`config.mk`:
```
export PLATFORM = sky130hd
export DESIGN_NAME = mw_cmd_if
export DESIGN_NICKNAME = d
export VERILOG_FILES = /design/src/rtl/mw_pkg.sv /design/src/rtl/mw_sync.sv /design/src/rtl/mw_decode.sv /design/src/rtl/mw_cmd_if.sv
export SDC_FILE = /design/constraint.sdc
export NUM_CORES = 1
export LEC_CHECK = 0
export ABC_CLOCK_PERIOD_IN_PS = 4700
export BUFFER_PORTS_ARGS = -buffer_cell sky130_fd_sc_hd__clkbuf_2
export CELL_PAD_IN_SITES_DETAIL_PLACEMENT = 1
export CELL_PAD_IN_SITES_GLOBAL_PLACEMENT = 1
export CORE_MARGIN = 2
export CORE_UTILIZATION = 33
export CTS_BUF_LIST = sky130_fd_sc_hd__clkbuf_2 sky130_fd_sc_hd__clkbuf_4 sky130_fd_sc_hd__clkbuf_8
export DETAILED_ROUTE_END_ITERATION = 16
export GPL_ROUTABILITY_DRIVEN = 0
export PLACE_DENSITY_LB_ADDON = 0.1
export SYNTH_ARGS = -nofsm -noshare
export SYNTH_HDL_FRONTEND = slang
export SYNTH_SLANG_ARGS = --single-unit
export TNS_END_PERCENT = 30
```
`constraint.sdc`:
```
create_clock -name clk -period 4.7 [get_ports clk]
set_clock_uncertainty 0.05 [all_clocks]
set_input_delay 1.41 -clock clk [delete_from_list [all_inputs] [get_ports clk]]
set_output_delay 1.41 -clock clk [all_outputs]
set_load 0.01 [all_outputs]
```
`src/rtl/mw_pkg.sv`:
```
package mw_pkg;

    typedef enum logic [3:0] {
        CMD_NONE      = 4'd0,
        CMD_READ      = 4'd1,
        CMD_WRITE     = 4'd2,
        CMD_PAGE_WR   = 4'd3,
        CMD_WRITE_ALL = 4'd4,
        CMD_WR_EN     = 4'd5,
        CMD_WR_DIS    = 4'd6,
        CMD_PROT_RD   = 4'd7,
        CMD_PROT_WR   = 4'd8,
        CMD_PROT_CLR  = 4'd9,
        CMD_PROT_EN   = 4'd10,
        CMD_PROT_DIS  = 4'd11
    } mw_cmd_e;

    typedef enum logic [2:0] {
        ST_IDLE,
        ST_START,
        ST_OPC,
        ST_ADDR,
        ST_DATA,
        ST_RD,
        ST_DONE
    } mw_state_e;

    // commands that start a self-timed programming cycle once deselected
    function automatic logic is_prog(input mw_cmd_e c);
        return (c == CMD_WRITE) || (c == CMD_PAGE_WR) || (c == CMD_WRITE_ALL) ||
               (c == CMD_PROT_WR) || (c == CMD_PROT_CLR) || (c == CMD_PROT_DIS);
    endfunction

endpackage

```
`src/rtl/mw_sync.sv`:
```
module mw_sync #(
    parameter int WIDTH  = 4,
    parameter int STAGES = 2
) (
    input  logic             clk,
    input  logic             rst_n,
    input  logic [WIDTH-1:0] d_i,
    output logic [WIDTH-1:0] s_o
);
    logic [WIDTH-1:0] stg_q [STAGES];

    always_ff @(posedge clk or negedge rst_n) begin
        if (!rst_n) begin
            for (int i = 0; i < STAGES; i++) stg_q[i] <= '0;
        end else begin
            stg_q[0] <= d_i;
            for (int i = 1; i < STAGES; i++) stg_q[i] <= stg_q[i-1];
        end
    end

    assign s_o = stg_q[STAGES-1];
endmodule

```
`src/rtl/mw_decode.sv`:
```
module mw_decode
    import mw_pkg::*;
#(
    parameter int ADDR_W = 8
) (
    input  logic [1:0]        op_i,
    input  logic              pre_i,
    input  logic [ADDR_W-1:0] addr_i,
    output mw_cmd_e           cmd_o
);
    logic [1:0] top;
    assign top = addr_i[ADDR_W-1 -: 2];

    always_comb begin
        cmd_o = CMD_NONE;
        if (!pre_i) begin
            case (op_i)
                2'b10: cmd_o = CMD_READ;
                2'b01: cmd_o = CMD_WRITE;
                2'b11: cmd_o = CMD_PAGE_WR;
                default: begin
                    case (top)
                        2'b01:   cmd_o = CMD_WRITE_ALL;
                        2'b11:   cmd_o = CMD_WR_EN;
                        2'b00:   cmd_o = CMD_WR_DIS;
                        default: cmd_o = CMD_NONE;
                    endcase
                end
            endcase
        end else begin
            case (op_i)
                2'b10: cmd_o = CMD_PROT_RD;
                2'b01: cmd_o = CMD_PROT_WR;
                2'b11: cmd_o = (&addr_i) ? CMD_PROT_CLR : CMD_NONE;
                default: begin
                    if (top == 2'b11)       cmd_o = CMD_PROT_EN;
                    else if (addr_i == '0)  cmd_o = CMD_PROT_DIS;
                    else                    cmd_o = CMD_NONE;
                end
            endcase
        end
    end
endmodule

```
`src/rtl/mw_cmd_if.sv`:
```
module mw_cmd_if
    import mw_pkg::*;
#(
    parameter int ADDR_W     = 8,
    parameter int DATA_W     = 16,
    parameter int PAGE_WORDS = 4,
    parameter int SYNC_STAGES = 2
) (
    input  logic              clk,
    input  logic              rst_n,
    input  logic              cs_i,
    input  logic              sck_i,
    input  logic              sdi_i,
    input  logic              pre_i,
    input  logic              busy_i,
    input  logic [DATA_W-1:0] rd_data_i,
    input  logic [ADDR_W:0]   prot_i,
    output logic [ADDR_W-1:0] rd_addr_o,
    output logic              cmd_valid_o,
    output logic [3:0]        cmd_o,
    output logic [ADDR_W-1:0] cmd_addr_o,
    output logic [DATA_W-1:0] cmd_data_o,
    output logic              exec_o,
    output logic              sdo_o,
    output logic              sdo_oe_o
);
    localparam int CNT_W = $clog2(DATA_W);
    localparam int PG_W  = $clog2(PAGE_WORDS);
    localparam logic [CNT_W-1:0] ADDR_LAST = CNT_W'(ADDR_W - 1);
    localparam logic [CNT_W-1:0] DATA_LAST = CNT_W'(DATA_W - 1);
    localparam logic [PG_W-1:0]  PG_LAST   = PG_W'(PAGE_WORDS - 1);
    localparam int PAD_W = DATA_W - ADDR_W - 1;

    typedef struct packed {
        mw_state_e         state;
        logic [CNT_W-1:0]  cnt;
        logic [1:0]        op;
        logic              pre;
        logic [ADDR_W-1:0] addr;
        logic [DATA_W-1:0] data;
        logic [PG_W-1:0]   words;
        mw_cmd_e           cmd;
        logic [ADDR_W-1:0] oaddr;
        logic [DATA_W-1:0] odata;
        logic              sdo;
        logic              oe;
        logic              armed;
        logic              did_prog;
        logic              cmd_valid;
        logic              exec;
        logic              sck_prev;
    } mw_regs_t;

    mw_regs_t q, n;

    logic [3:0] sync_s;
    logic cs_s, sck_s, sdi_s, pre_s, sck_rise;
    logic [ADDR_W-1:0] addr_next;
    logic [DATA_W-1:0] data_next, rd_word;
    logic [CNT_W-1:0]  rd_idx;
    mw_cmd_e           dec_cmd;

    mw_sync #(.WIDTH(4), .STAGES(SYNC_STAGES)) u_sync (
        .clk   (clk),
        .rst_n (rst_n),
        .d_i   ({pre_i, sdi_i, sck_i, cs_i}),
        .s_o   (sync_s)
    );

    assign {pre_s, sdi_s, sck_s, cs_s} = sync_s;
    assign sck_rise  = sck_s & ~q.sck_prev;
    assign addr_next = {q.addr[ADDR_W-2:0], sdi_s};
    assign data_next = {q.data[DATA_W-2:0], sdi_s};
    assign rd_word   = (q.cmd == CMD_PROT_RD) ? {prot_i, {PAD_W{1'b0}}} : rd_data_i;
    assign rd_idx    = DATA_LAST - q.cnt;

    mw_decode #(.ADDR_W(ADDR_W)) u_dec (
        .op_i   (q.op),
        .pre_i  (q.pre),
        .addr_i (addr_next),
        .cmd_o  (dec_cmd)
    );

    always_comb begin
        n           = q;
        n.cmd_valid = 1'b0;
        n.exec      = 1'b0;
        n.sck_prev  = sck_s;
        if (!cs_s) begin
            // deselect: abort any partial command, release the bus
            n.state    = ST_IDLE;
            n.oe       = 1'b0;
            n.sdo      = 1'b0;
            n.exec     = q.did_prog;
            n.did_prog = 1'b0;
        end else begin
            case (q.state)
                ST_IDLE: begin
                    n.cnt   = '0;
                    n.op    = '0;
                    n.addr  = '0;
                    n.state = sck_s ? ST_DONE : ST_START;
                end
                ST_START: begin
                    n.oe  = q.armed;
                    n.sdo = ~busy_i;
                    if (sck_rise && sdi_s && !busy_i) begin
                        n.state = ST_OPC;
                        n.armed = 1'b0;
                        n.oe    = 1'b0;
                        n.sdo   = 1'b0;
                    end
                end
                ST_OPC: if (sck_rise) begin
                    n.op  = {q.op[0], sdi_s};
                    n.cnt = q.cnt + 1'b1;
                    if (q.cnt == CNT_W'(1)) begin
                        n.state = ST_ADDR;
                        n.cnt   = '0;
                        n.pre   = pre_s;
                    end
                end
                ST_ADDR: if (sck_rise) begin
                    n.addr = addr_next;
                    n.cnt  = q.cnt + 1'b1;
                    if (q.cnt == ADDR_LAST) begin
                        n.cnt   = '0;
                        n.cmd   = dec_cmd;
                        n.oaddr = addr_next;
                        n.words = '0;
                        case (dec_cmd)
                            CMD_NONE: n.state = ST_DONE;
                            CMD_READ, CMD_PROT_RD: begin
                                n.state     = ST_RD;
                                n.cmd_valid = 1'b1;
                                n.oe        = 1'b1;
                                n.sdo       = 1'b0;
                            end
                            CMD_WRITE, CMD_PAGE_WR, CMD_WRITE_ALL: n.state = ST_DATA;
                            default: begin
                                n.state     = ST_DONE;
                                n.cmd_valid = 1'b1;
                                if (is_prog(dec_cmd)) begin
                                    n.did_prog = 1'b1;
                                    n.armed    = 1'b1;
                                end
                            end
                        endcase
                    end
                end
                ST_DATA: if (sck_rise) begin
                    n.data = data_next;
                    n.cnt  = q.cnt + 1'b1;
                    if (q.cnt == DATA_LAST) begin
                        n.cnt       = '0;
                        n.cmd_valid = 1'b1;
                        n.odata     = data_next;
                        n.oaddr     = q.addr;
                        n.did_prog  = 1'b1;
                        n.armed     = 1'b1;
                        if (q.cmd == CMD_PAGE_WR && q.words != PG_LAST) begin
                            n.words            = q.words + 1'b1;
                            n.addr[PG_W-1:0]   = q.addr[PG_W-1:0] + 1'b1;
                        end else begin
                            n.state = ST_DONE;
                        end
                    end
                end
                ST_RD: if (sck_rise) begin
                    n.sdo = rd_word[rd_idx];
                    n.cnt = q.cnt + 1'b1;
                    if (q.cnt == DATA_LAST) begin
                        n.cnt = '0;
                        if (q.cmd == CMD_READ) n.addr = q.addr + 1'b1;
                    end
                end
                default: ;
            endcase
        end
    end

    always_ff @(posedge clk or negedge rst_n) begin
        if (!rst_n) q <= '0;
        else        q <= n;
    end

    assign rd_addr_o   = q.addr;
    assign cmd_valid_o = q.cmd_valid;
    assign cmd_o       = q.cmd;
    assign cmd_addr_o  = q.oaddr;
    assign cmd_data_o  = q.odata;
    assign exec_o      = q.exec;
    assign sdo_o       = q.sdo;
    assign sdo_oe_o    = q.oe;

    a_r12_oe_off_when_deselected: assert property (@(posedge clk) disable iff (!rst_n)
        !cs_s |=> !sdo_oe_o);
    a_r5_strobe_has_code: assert property (@(posedge clk) disable iff (!rst_n)
        cmd_valid_o |-> (cmd_o != 4'd0));
    a_r5_strobe_single_cycle: assert property (@(posedge clk) disable iff (!rst_n)
        cmd_valid_o |=> !cmd_valid_o);
    a_r6_dummy_zero_first: assert property (@(posedge clk) disable iff (!rst_n)
        (cmd_valid_o && (cmd_o == CMD_READ || cmd_o == CMD_PROT_RD)) |-> (sdo_oe_o && !sdo_o));
    a_r10_exec_after_deselect: assert property (@(posedge clk) disable iff (!rst_n)
        exec_o |-> $past(!cs_s));
endmodule

```
==> reports/metrics.yaml, run 1 <==
run_status:
  status: "finished clean"
synth:
  synth-edff-count: 0
  synth_compound_gate_area_share: 0.149
  ys_ff_latch: 78
  synth-simple-area-share: 0.148
  async_reset_ff_frac: 1.00
  syn_area_per_cell_um2: 10.2
  synthXorXnorAreaFrac: 0.00391
  ys.flop_type: "dfrtp_1"
  synth_cells: 438
  synth_area_um2: 4480
  ys_warn_count: 0
  synth_fp_nets: 475
  ys_seq_area_frac: 0.436
  synth_mux_area_frac: 0.143
  synth.distinct_cells: 63
  synthAdderAreaFrac: 0.0140
  synth_top_family_by_area: "compound AO/OA/AOI/OAI gates"
clocking:
  clockBufferDepth: 2
  cts_sinks: 78
  htree_levels: 3
  cts-root-buf: "clkbuf_8"
  cts_made_buffers: 9
  clk_pin_slew_worst_paths_ns: 0.08
  clk_latency_ns: 0.37
  ctsResizeCount: 0
  holdBufCountCts: 0
  cts_setup_buffers: 0
  tritoncts: "done"
grt:
  grt_max_degree: 79
  grt_pass1_wl_um: 18000
  grt-ovfl-total: 0
  track_usage: 0.158
  antenna_found_initial: 0
  grt_pass1_vias: 3401
sta:
  finalSetupTns_ns: 0
  slew_headroom: 0.333
  max_slew.worst_pin.slew_ns: 1.00
  rsz0062_at_grt: "no"
  hold_viol: 0
  fmax_mhz: 365
  maxSlewViolCount: 0
  period_share: 0.583
  finalSetupViolations: 0
  finalCriticalPeriod_ns: 2.74
setup_path:
  r2r_cells: 6
  cpPeakStageDelay_ns: 0.80
  critPathLaunch: "q[68]$_DFFE_PN0P_"
  path_class: "reg2reg"
  crit_end: "q[35]$_DFFE_PN0P_"
  endpoint_kind: "flop"
  r2r_end: "q[35]$_DFFE_PN0P_"
  crit_path_cell_trace: "nand3b_4 > nor2_1 > a31oi_1 > or4_1 > o21bai_1 > mux2_2"
  critPathMaxFanout: 21
  timing.rr.start: "q[68]$_DFFE_PN0P_"
  critPathLaunchType: "flop"
  required_ns: 4.91
  r2r_setup_slack_ns: 1.96
  crit_arrival_ns: 2.95
  crit_slowest_cell: "or4_1"
placement:
  dp_hpwl_um: 7530
  port_buffers: 71
  place_inst: 613
power_and_ir_drop:
  p_leak_nw: 2.30
  seqPwrFrac: 0.462
  comb_power_share: 0.268
  irDropWorstVdd_mv: 0.171
  switchingPower_mw: 0.630
  switching_share: 0.358
  powerDensity_nw_per_um2: 368
  finalPower_mw: 1.76
  intPower_mw: 1.13
  power_frac_clock: 0.270
drt:
  first_pass_iters: 4
  routed_wl_um: 10700
  via_per_inst: 5.17
  routedWlPerCell_um: 17.0
  ant_nets: 0
  drt_iter0_drc: 203
  vias: 3249
  drc: 0
cells_and_area:
  drive_gt1_frac: 0.311
  syn_to_final_growth_pct: 6.82
  fin_nets: 485
  final_common_cell: "dfrtp_1"
  final_cell_count_no_fill: 629
  antenna_cells: 0
  layout_common_cells: "dfrtp_1 (78), clkbuf_2 (70), o21ai_0 (40)"
floorplanning:
  pin_count: 72
  dieArea_um2: 14500
  die_w_um: 120
  rows: 42
  start_util: 0.338
  die_h_um: 120
  core_area_um2: 13200
flow_run:
  max_cap_violations: 0
worst_hold_path:
  min_path_type: "reg2reg"
[worst max-delay path, delay by kind of cell (launching register included)]
family	cells	cell delay, ns
and+or+nand+nor	3	1.18
AOI/OAI and AO/OA	2	0.36
muxes	1	0.27
DFF	1	0.76
[registers in the layout (all words and copies together) (netlist names)]
| name | count |
|---|---|
| cmd_data_o | 16 |
| u_sync.s_o | 4 |
| q | 15 |
| rd_addr_o | 8 |
| cmd_o | 4 |
| data_next | 15 |
| cmd_addr_o | 8 |
| sdo_o | 1 |
| exec_o | 1 |
| u_sync.stg_q | 4 |
| sdo_oe_o | 1 |
| cmd_valid_o | 1 |
[power by group through the flow]
| stage | logic [mW] | clock network, mW | registers, mW |
|---|---|---|---|
| final | 0.472 | 0.476 | 0.813 |
| after global routing | 0.530 | 0.522 | 0.827 |
| after floorplan | 0.443 | 0 | 0.745 |
| after global placement | 0.473 | 0 | 0.824 |
| after detailed placement | 0.473 | 0 | 0.827 |
| after CTS | 0.475 | 0.500 | 0.813 |
[per-layer routing]
layer | share of wire | track usage
met5 | 0 | 0
met4 | 0.022 | 0.0632
met3 | 0.036 | 0.0373
met2 | 0.48 | 0.254
met1 | 0.46 | 0.205
[logic make-up after synthesis]
family | count (synthesis)
AND/OR/NAND/NOR | 122
AO/OA/AOI/OAI | 102
buffers and inverters | 79
flip-flops | 78
multiplexers | 50
adder cells (fa/ha/maj) | 5
XOR/XNOR | 2
[cell type report]
cell class	count	area (µm²)
Clock buffer	11	145
Fill cell	1527	8460
Multi-Input combinational cell	281	2050
Sequential cell	78	1950
Timing Repair Buffer	71	358
Clock inverter	5	32.5
Tap cell	176	220
Inverter	7	26.3
[cells in the mapped netlist (all sizes together), types with 2 or more instances]
cell type	number	area [µm²]
a211o	4	35.0
a211oi	4	30.0
a21oi	15	78.8
a221o	2	20.0
a22oi	9	67.6
a31oi	4	25.0
a32o	2	20.0
and2	5	33.8
and3	5	31.3
buf	51	372
clkbuf	21	78.8
dfrtp	78	1950
ha	5	62.6
inv	7	26.3
mux2	41	499
mux2i	5	50.1
mux4	4	90.1
nand2	35	139
nand2b	6	37.5
nand3	9	45.0
nand3b	3	35.0
nand4	2	12.5
nor2	25	110
nor2b	6	37.5
nor3	11	55.1
nor3b	5	47.5
nor4	3	18.8
o211ai	2	15.0
o21ai	40	200
o21bai	3	22.5
o221ai	2	17.5
o22ai	4	25.0
or3b	2	17.5
[worst min-delay path by stage]
stage / startpoint / endpoint / depth (start not counted)
final: u_sync.stg_q[4]$_DFF_PN0_ / u_sync.s_o[0]$_DFF_PN0_ / 0
after global routing: u_sync.stg_q[4]$_DFF_PN0_ / u_sync.s_o[0]$_DFF_PN0_ / 0
after CTS: u_sync.stg_q[4]$_DFF_PN0_ / u_sync.s_o[0]$_DFF_PN0_ / 0
after detailed placement: u_sync.stg_q[4]$_DFF_PN0_ / u_sync.s_o[0]$_DFF_PN0_ / 0
after global placement: u_sync.stg_q[4]$_DFF_PN0_ / u_sync.s_o[0]$_DFF_PN0_ / 0
after floorplan: u_sync.stg_q[4]$_DFF_PN0_ / u_sync.s_o[0]$_DFF_PN0_ / 0
[stage by stage]
stage               hold WS (ns)  setup WS (ns)   util  cell area (µm²)
detailed placement         0.286           1.85  0.348             4600
floorplan                  0.281           2.04      -             4480
global placement           0.285           1.86  0.348             4600
finish                     0.304           1.96  0.361             4780
global route               0.312           1.73  0.361             4780
CTS                        0.306           1.94  0.361             4780
(Power assumes the default switching activity.)
==> run 2, diff against run 1 <==
ABC_CLOCK_PERIOD_IN_PS = 2800   (was 4700)
clock period = 2.8 ns   (was 4.7 ns; I/O delays follow)
==> reports/metrics.yaml, run 2 (synthesized netlist as in run 1, its figures left out) <==
sta:
  hold_viol: 0  # unchanged
  finalSetupViolations: 0  # unchanged
  finalCriticalPeriod_ns: 2.38  # -0.355 ns
  period_share: 0.851  # +0.268
  slew_headroom: 0.546  # +0.214
  fmax_mhz: 420  # +15%
  finalSetupTns_ns: 0  # unchanged
  max_slew.worst_pin.slew_ns: 0.679  # -0.322 ns
  hold_ws_ns: 0.302  # -0.00222 ns
  setup_slack_ns: 0.417  # -1.54 ns
  rsz0062_at_grt: "no"
  maxSlewViolCount: 0  # unchanged
clocking:
  holdBufCountCts: 0  # unchanged
  cts_setup_buffers: 0  # unchanged
  htree_levels: 3  # unchanged
  cts_made_buffers: 9  # unchanged
  cts_sinks: 78  # unchanged
  clockBufferDepth: 2  # unchanged
  ctsResizeCount: 0  # unchanged
  tritoncts: "done"
  cts-root-buf: "clkbuf_8"
  clk_pin_slew_worst_paths_ns: 0.08  # about the same
  clk_latency_ns: 0.36  # about the same
drt:
  first_pass_iters: 4  # unchanged
  via_per_inst: 5.07  # -1.8%
  routedWlPerCell_um: 16.8  # -1.1%
  drt_iter0_drc: 183  # -9.9%
  vias: 3278  # +0.89%
  routed_wl_um: 10900  # +1.6%
  drc: 0  # unchanged
  ant_nets: 0  # unchanged
floorplanning:
  core_area_um2: 13200  # unchanged
  die_w_um: 120  # unchanged
  die_h_um: 120  # unchanged
  dieArea_um2: 14500  # unchanged
  pin_count: 72  # unchanged
  start_util: 0.338  # unchanged
  rows: 42  # unchanged
cells_and_area:
  num-fill-cells: 1524  # -0.20%
  final_core_util: 0.374  # +0.0125
  drive_gt1_frac: 0.336  # +0.0249
  final_common_cell: "dfrtp_1"
  multi_input_area_um2: 2050  # unchanged
  final_cell_count_no_fill: 646  # +2.7%
  register_area_um2: 1950  # unchanged
  antenna_cells: 0  # unchanged
  fin_nets: 502  # +3.5%
  syn_to_final_growth_pct: 10.5
  layout_common_cells: "dfrtp_1 (78), clkbuf_2 (70), o21ai_0 (40)"
  largest_register_ffs: 16  # unchanged
power_and_ir_drop:
  powerDensity_nw_per_um2: 633  # +72%
  irDropWorstVdd_mv: 0.242  # +41%
  p_leak_nw: 2.40  # +4.3%
setup_path:
  critPathLaunchType: "flop"
  critPathMaxFanout: 15  # -29%
  required_ns: 3.00  # -1.91 ns
  path_class: "reg2reg"
  crit_arrival_ns: 2.58  # -0.37 ns
  endpoint_kind: "flop"
placement:
  place_inst: 630  # +2.8%
  dp_hpwl_um: 8070  # +7.1%
  port_buffers: 71  # unchanged
  dp_slack_ns: 0.460  # -1.39 ns
flow_run:
  max_cap_violations: 0  # unchanged
grt:
  grt_pass1_wl_um: 17800  # -1.2%
  track_usage: 0.157  # -0.000864
  grt-ovfl-total: 0  # unchanged
  antenna_found_initial: 0  # unchanged
  grt_max_degree: 34  # -57%
  grt_pass1_vias: 3309  # -2.7%
worst_hold_path:
  min_path_type: "reg2reg"
run_status:
  status: "finished clean"
-- run 2: cell count changes in the layout (fill, tap and decap cells not counted) --
cell	delta
buf_12	+1
bufinv_16	+1
clkinv_2	-1
buf_4	+16
-- run 2: path summary, 6_finish.rpt --
kind,startpoint,endpoint,slack [ns],cells past startpoint
worst max-delay path,q[70]$_DFFE_PN0P_,data_next[1]$_DFFE_PN0P_,0.42,4
worst min-delay path,u_sync.stg_q[6]$_DFF_PN0_,u_sync.s_o[2]$_DFF_PN0_,0.30,0
worst max register to register,q[70]$_DFFE_PN0P_,data_next[1]$_DFFE_PN0P_,0.42,4
worst min register to register,u_sync.stg_q[6]$_DFF_PN0_,u_sync.s_o[2]$_DFF_PN0_,0.30,0
max in group asynchronous,rst_n,cmd_addr_o[5]$_DFFE_PN0P_,1.74,2
min in group asynchronous,rst_n,cmd_data_o[2]$_DFFE_PN0P_,0.35,1
-- run 2: per-layer routing --
layer | track usage | part of all wire
met4 | 0.0458 | 0.012
met5 | 0 | 0
met1 | 0.207 | 0.47
met2 | 0.255 | 0.49
met3 | 0.0401 | 0.032
-- run 2: power by group --
part	total, mW	internal [mW]	switching [mW]
logic	0.938	0.414	0.523
clock network	0.881	0.448	0.433
registers	1.31	1.19	0.123
-- run 2: critical path, stage by stage, from the launching register on --
cell	delay [ns]
dfrtp_1	0.63
or3b_1	0.57
nor2_8	0.16
nand2_1	0.41
mux2_2	0.44
-- run 2: per-stage QoR --
stage / area, µm² / total power [mW]
floorplan: 4480 / 1.99
global route: 4950 / 3.34
global placement: 4740 / 2.27
CTS: 4950 / 3.19
finish: 4950 / 3.13
detailed placement: 4740 / 2.28
-- run 2: cell type report --
type / count / area share
inverter: 7 / 0.00531
timing repair buffer: 88 / 0.101
clock inverter: 5 / 0.0116
sequential: 78 / 0.395
clock buffer: 11 / 0.0293
multi-input combinational: 281 / 0.414
tap: 176 / 0.0445
==> run 3, diff against run 2 <==
--- a/config.mk
+++ b/config.mk
@@ -12,3 +12,3 @@
 export CORE_MARGIN = 2
-export CORE_UTILIZATION = 33
+export CORE_UTILIZATION = 30
 export CTS_BUF_LIST = sky130_fd_sc_hd__clkbuf_2 sky130_fd_sc_hd__clkbuf_4 sky130_fd_sc_hd__clkbuf_8
==> constraint.sdc (replaced) <==
create_clock -name clk -period 2.8 [get_ports clk]
set_clock_uncertainty 0.05 [all_clocks]
set_input_delay 0.28 -clock clk [delete_from_list [all_inputs] [get_ports clk]]
set_output_delay 0.28 -clock clk [all_outputs]
set_load 0.01 [all_outputs]
==> reports/metrics.yaml, run 3 (synthesized netlist as in run 1, its figures left out) <==
floorplanning:
  core_area_um2: 14500  # +9.8%
  dieArea_um2: 15900  # +9.7%
  die_w_um: 126  # +4.7%
  pin_count: 72  # unchanged
  rows: 44  # +4.8%
  start_util: 0.308  # -0.0300
  die_h_um: 126  # +4.7%
drt:
  via_per_inst: 4.94  # -2.6%
  drt_iter0_drc: 174  # -4.9%
  ant_nets: 0  # unchanged
  first_pass_iters: 4  # unchanged
  routed_wl_um: 11100  # +1.9%
  vias: 3242  # -1.1%
  routedWlPerCell_um: 16.9  # +0.32%
  drc: 0  # unchanged
cells_and_area:
  layout_common_cells: "dfrtp_1 (78), clkbuf_2 (70), o21ai_0 (40)"
  fin_nets: 504  # +0.40%
  syn_to_final_growth_pct: 10.8
  drive_gt1_frac: 0.331  # -0.00566
  final_cell_count_no_fill: 656  # +1.5%
  final_core_util: 0.341  # -0.0322
  final_common_cell: "dfrtp_1"
  largest_register_ffs: 16  # unchanged
  antenna_cells: 0  # unchanged
grt:
  grt_max_degree: 79  # +130%
  antenna_found_initial: 0  # unchanged
  track_usage: 0.146  # -0.0105
  grt-ovfl-total: 0  # unchanged
  grt_pass1_wl_um: 18500  # +4.5%
  grt_pass1_vias: 3422  # +3.4%
setup_path:
  r2r_end: "sdo_o$_DFFE_PN0P_"
  critPathMaxFanout: 12  # -3
  critPathLaunch: "q[69]$_DFFE_PN0P_"
  timing.rr.start: "q[69]$_DFFE_PN0P_"
  required_ns: 3.05  # +0.05 ns
  crit_arrival_ns: 2.66  # +0.08 ns
  endpoint_kind: "flop"
  crit_end: "sdo_o$_DFFE_PN0P_"
  r2r_setup_slack_ns: 0.39  # -0.03 ns
  path_class: "reg2reg"
  r2r_cells: 7  # +3
  critPathLaunchType: "flop"
clocking:
  cts_made_buffers: 9  # unchanged
  clk_pin_slew_worst_paths_ns: 0.08  # about the same
  cts_sinks: 78  # unchanged
  cts-root-buf: "clkbuf_8"
  cts_setup_buffers: 0  # unchanged
  clockBufferDepth: 2  # unchanged
  clk_latency_ns: 0.37  # about the same
  tritoncts: "done"
  htree_levels: 3  # unchanged
run_status:
  status: "finished clean"
sta:
  rsz0062_at_grt: "no"
  maxSlewViolCount: 0  # unchanged
  finalSetupTns_ns: 0  # unchanged
  finalSetupViolations: 0  # unchanged
  fmax_mhz: 415  # -1.1%
  period_share: 0.860  # +0.00940
  max_slew.worst_pin.slew_ns: 1.01  # +0.328 ns
  hold_viol: 0  # unchanged
  finalCriticalPeriod_ns: 2.41  # +0.0263 ns
  slew_headroom: 0.329  # -0.218
placement:
  dp_hpwl_um: 7970  # -1.2%
  place_inst: 636  # +0.95%
  port_buffers: 71  # unchanged
power_and_ir_drop:
  irDropWorstVdd_mv: 0.210  # -13%
  powerDensity_nw_per_um2: 620  # -2.1%
  p_leak_nw: 2.40  # -0.25%
worst_hold_path:
  min_path_type: "in2async"
flow_run:
  max_cap_violations: 0  # unchanged
[run 3: changes by cell type in the layout (fill, tap and decap cells not counted)]
cell	change
dlygate4sd3_1	+4
clkbuf_8	+2
buf_12	-1
buf_4	-1
bufinv_16	-1
clkbuf_4	-1
clkinv_2	-1
clkinv_4	+1
clkinvlp_4	+1
inv_6	-1
[run 3: per-stage QoR]
stage | cell area [µm²] | setup WS, ns | hold WS, ns | total power, mW
3_5_place_dp | 4730 | 0.420 | 0.286 | 2.27
2_1_floorplan | 4480 | 0.740 | -0.0656 | 1.99
5_1_grt | 4960 | 0.170 | 0.0867 | 3.30
6_report | 4960 | 0.391 | 0.0234 | 3.08
3_3_place_gp | 4730 | 0.470 | 0.284 | 2.27
4_1_cts | 4960 | 0.404 | 0.0686 | 3.15
[run 3: what timing repair did]
item | 4_1_cts | 5_1_grt
setup endpoints to repair | 0 | 0
hold endpoints to repair | 4 | 0
hold buffers | 4 | 0
resized for setup | 0 | 0
[run 3: layout make-up]
class                           count  area, µm²
Fill cell                        1700       9570
Multi-Input combinational cell    281       2050
Sequential cell                    78       1950
Timing Repair Buffer               90        510
Tap cell                          184        230
Clock buffer                       12        165
Clock inverter                      4       30.0
Inverter                            7       26.3
[run 3: power breakdown]
part	total, mW	internal, mW	switching [mW]
clock	0.834	0.396	0.438
sequential	1.31	1.19	0.115
combinational	0.937	0.415	0.522
[run 3: critical path, stage by stage (launching register included)]
cell,delay [ns]
dfrtp_1,0.63
buf_4,0.23
nand3b_1,0.26
nand2_1,0.08
a2111oi_0,0.67
nor4_1,0.12
o211ai_1,0.13
o311a_1,0.18
[run 3: metal layers]
| metal | GRT usage | share of wire | vias up |
|---|---|---|---|
| met3 | 0.0438 | 0.033 | 11 |
| met1 | 0.191 | 0.47 | 1609 |
| met2 | 0.239 | 0.48 | 38 |
| met4 | 0.0362 | 0.013 | 0 |
| met5 | 0 | 0 | - |
| li1 | - | - | 1584 |
[run 3: how the worst min path moves through the flow]
stage | start | slack (ns) | endpoint
after floorplan | rst_n | -0.07 | cmd_addr_o[0]$_DFFE_PN0P_
after global placement | u_sync.stg_q[5]$_DFF_PN0_ | 0.28 | u_sync.s_o[1]$_DFF_PN0_
after detailed placement | u_sync.stg_q[4]$_DFF_PN0_ | 0.29 | u_sync.s_o[0]$_DFF_PN0_
after CTS | rst_n | 0.07 | cmd_data_o[15]$_DFFE_PN0P_
after global routing | rst_n | 0.09 | cmd_data_o[2]$_DFFE_PN0P_
final | rst_n | 0.02 | cmd_data_o[2]$_DFFE_PN0P_
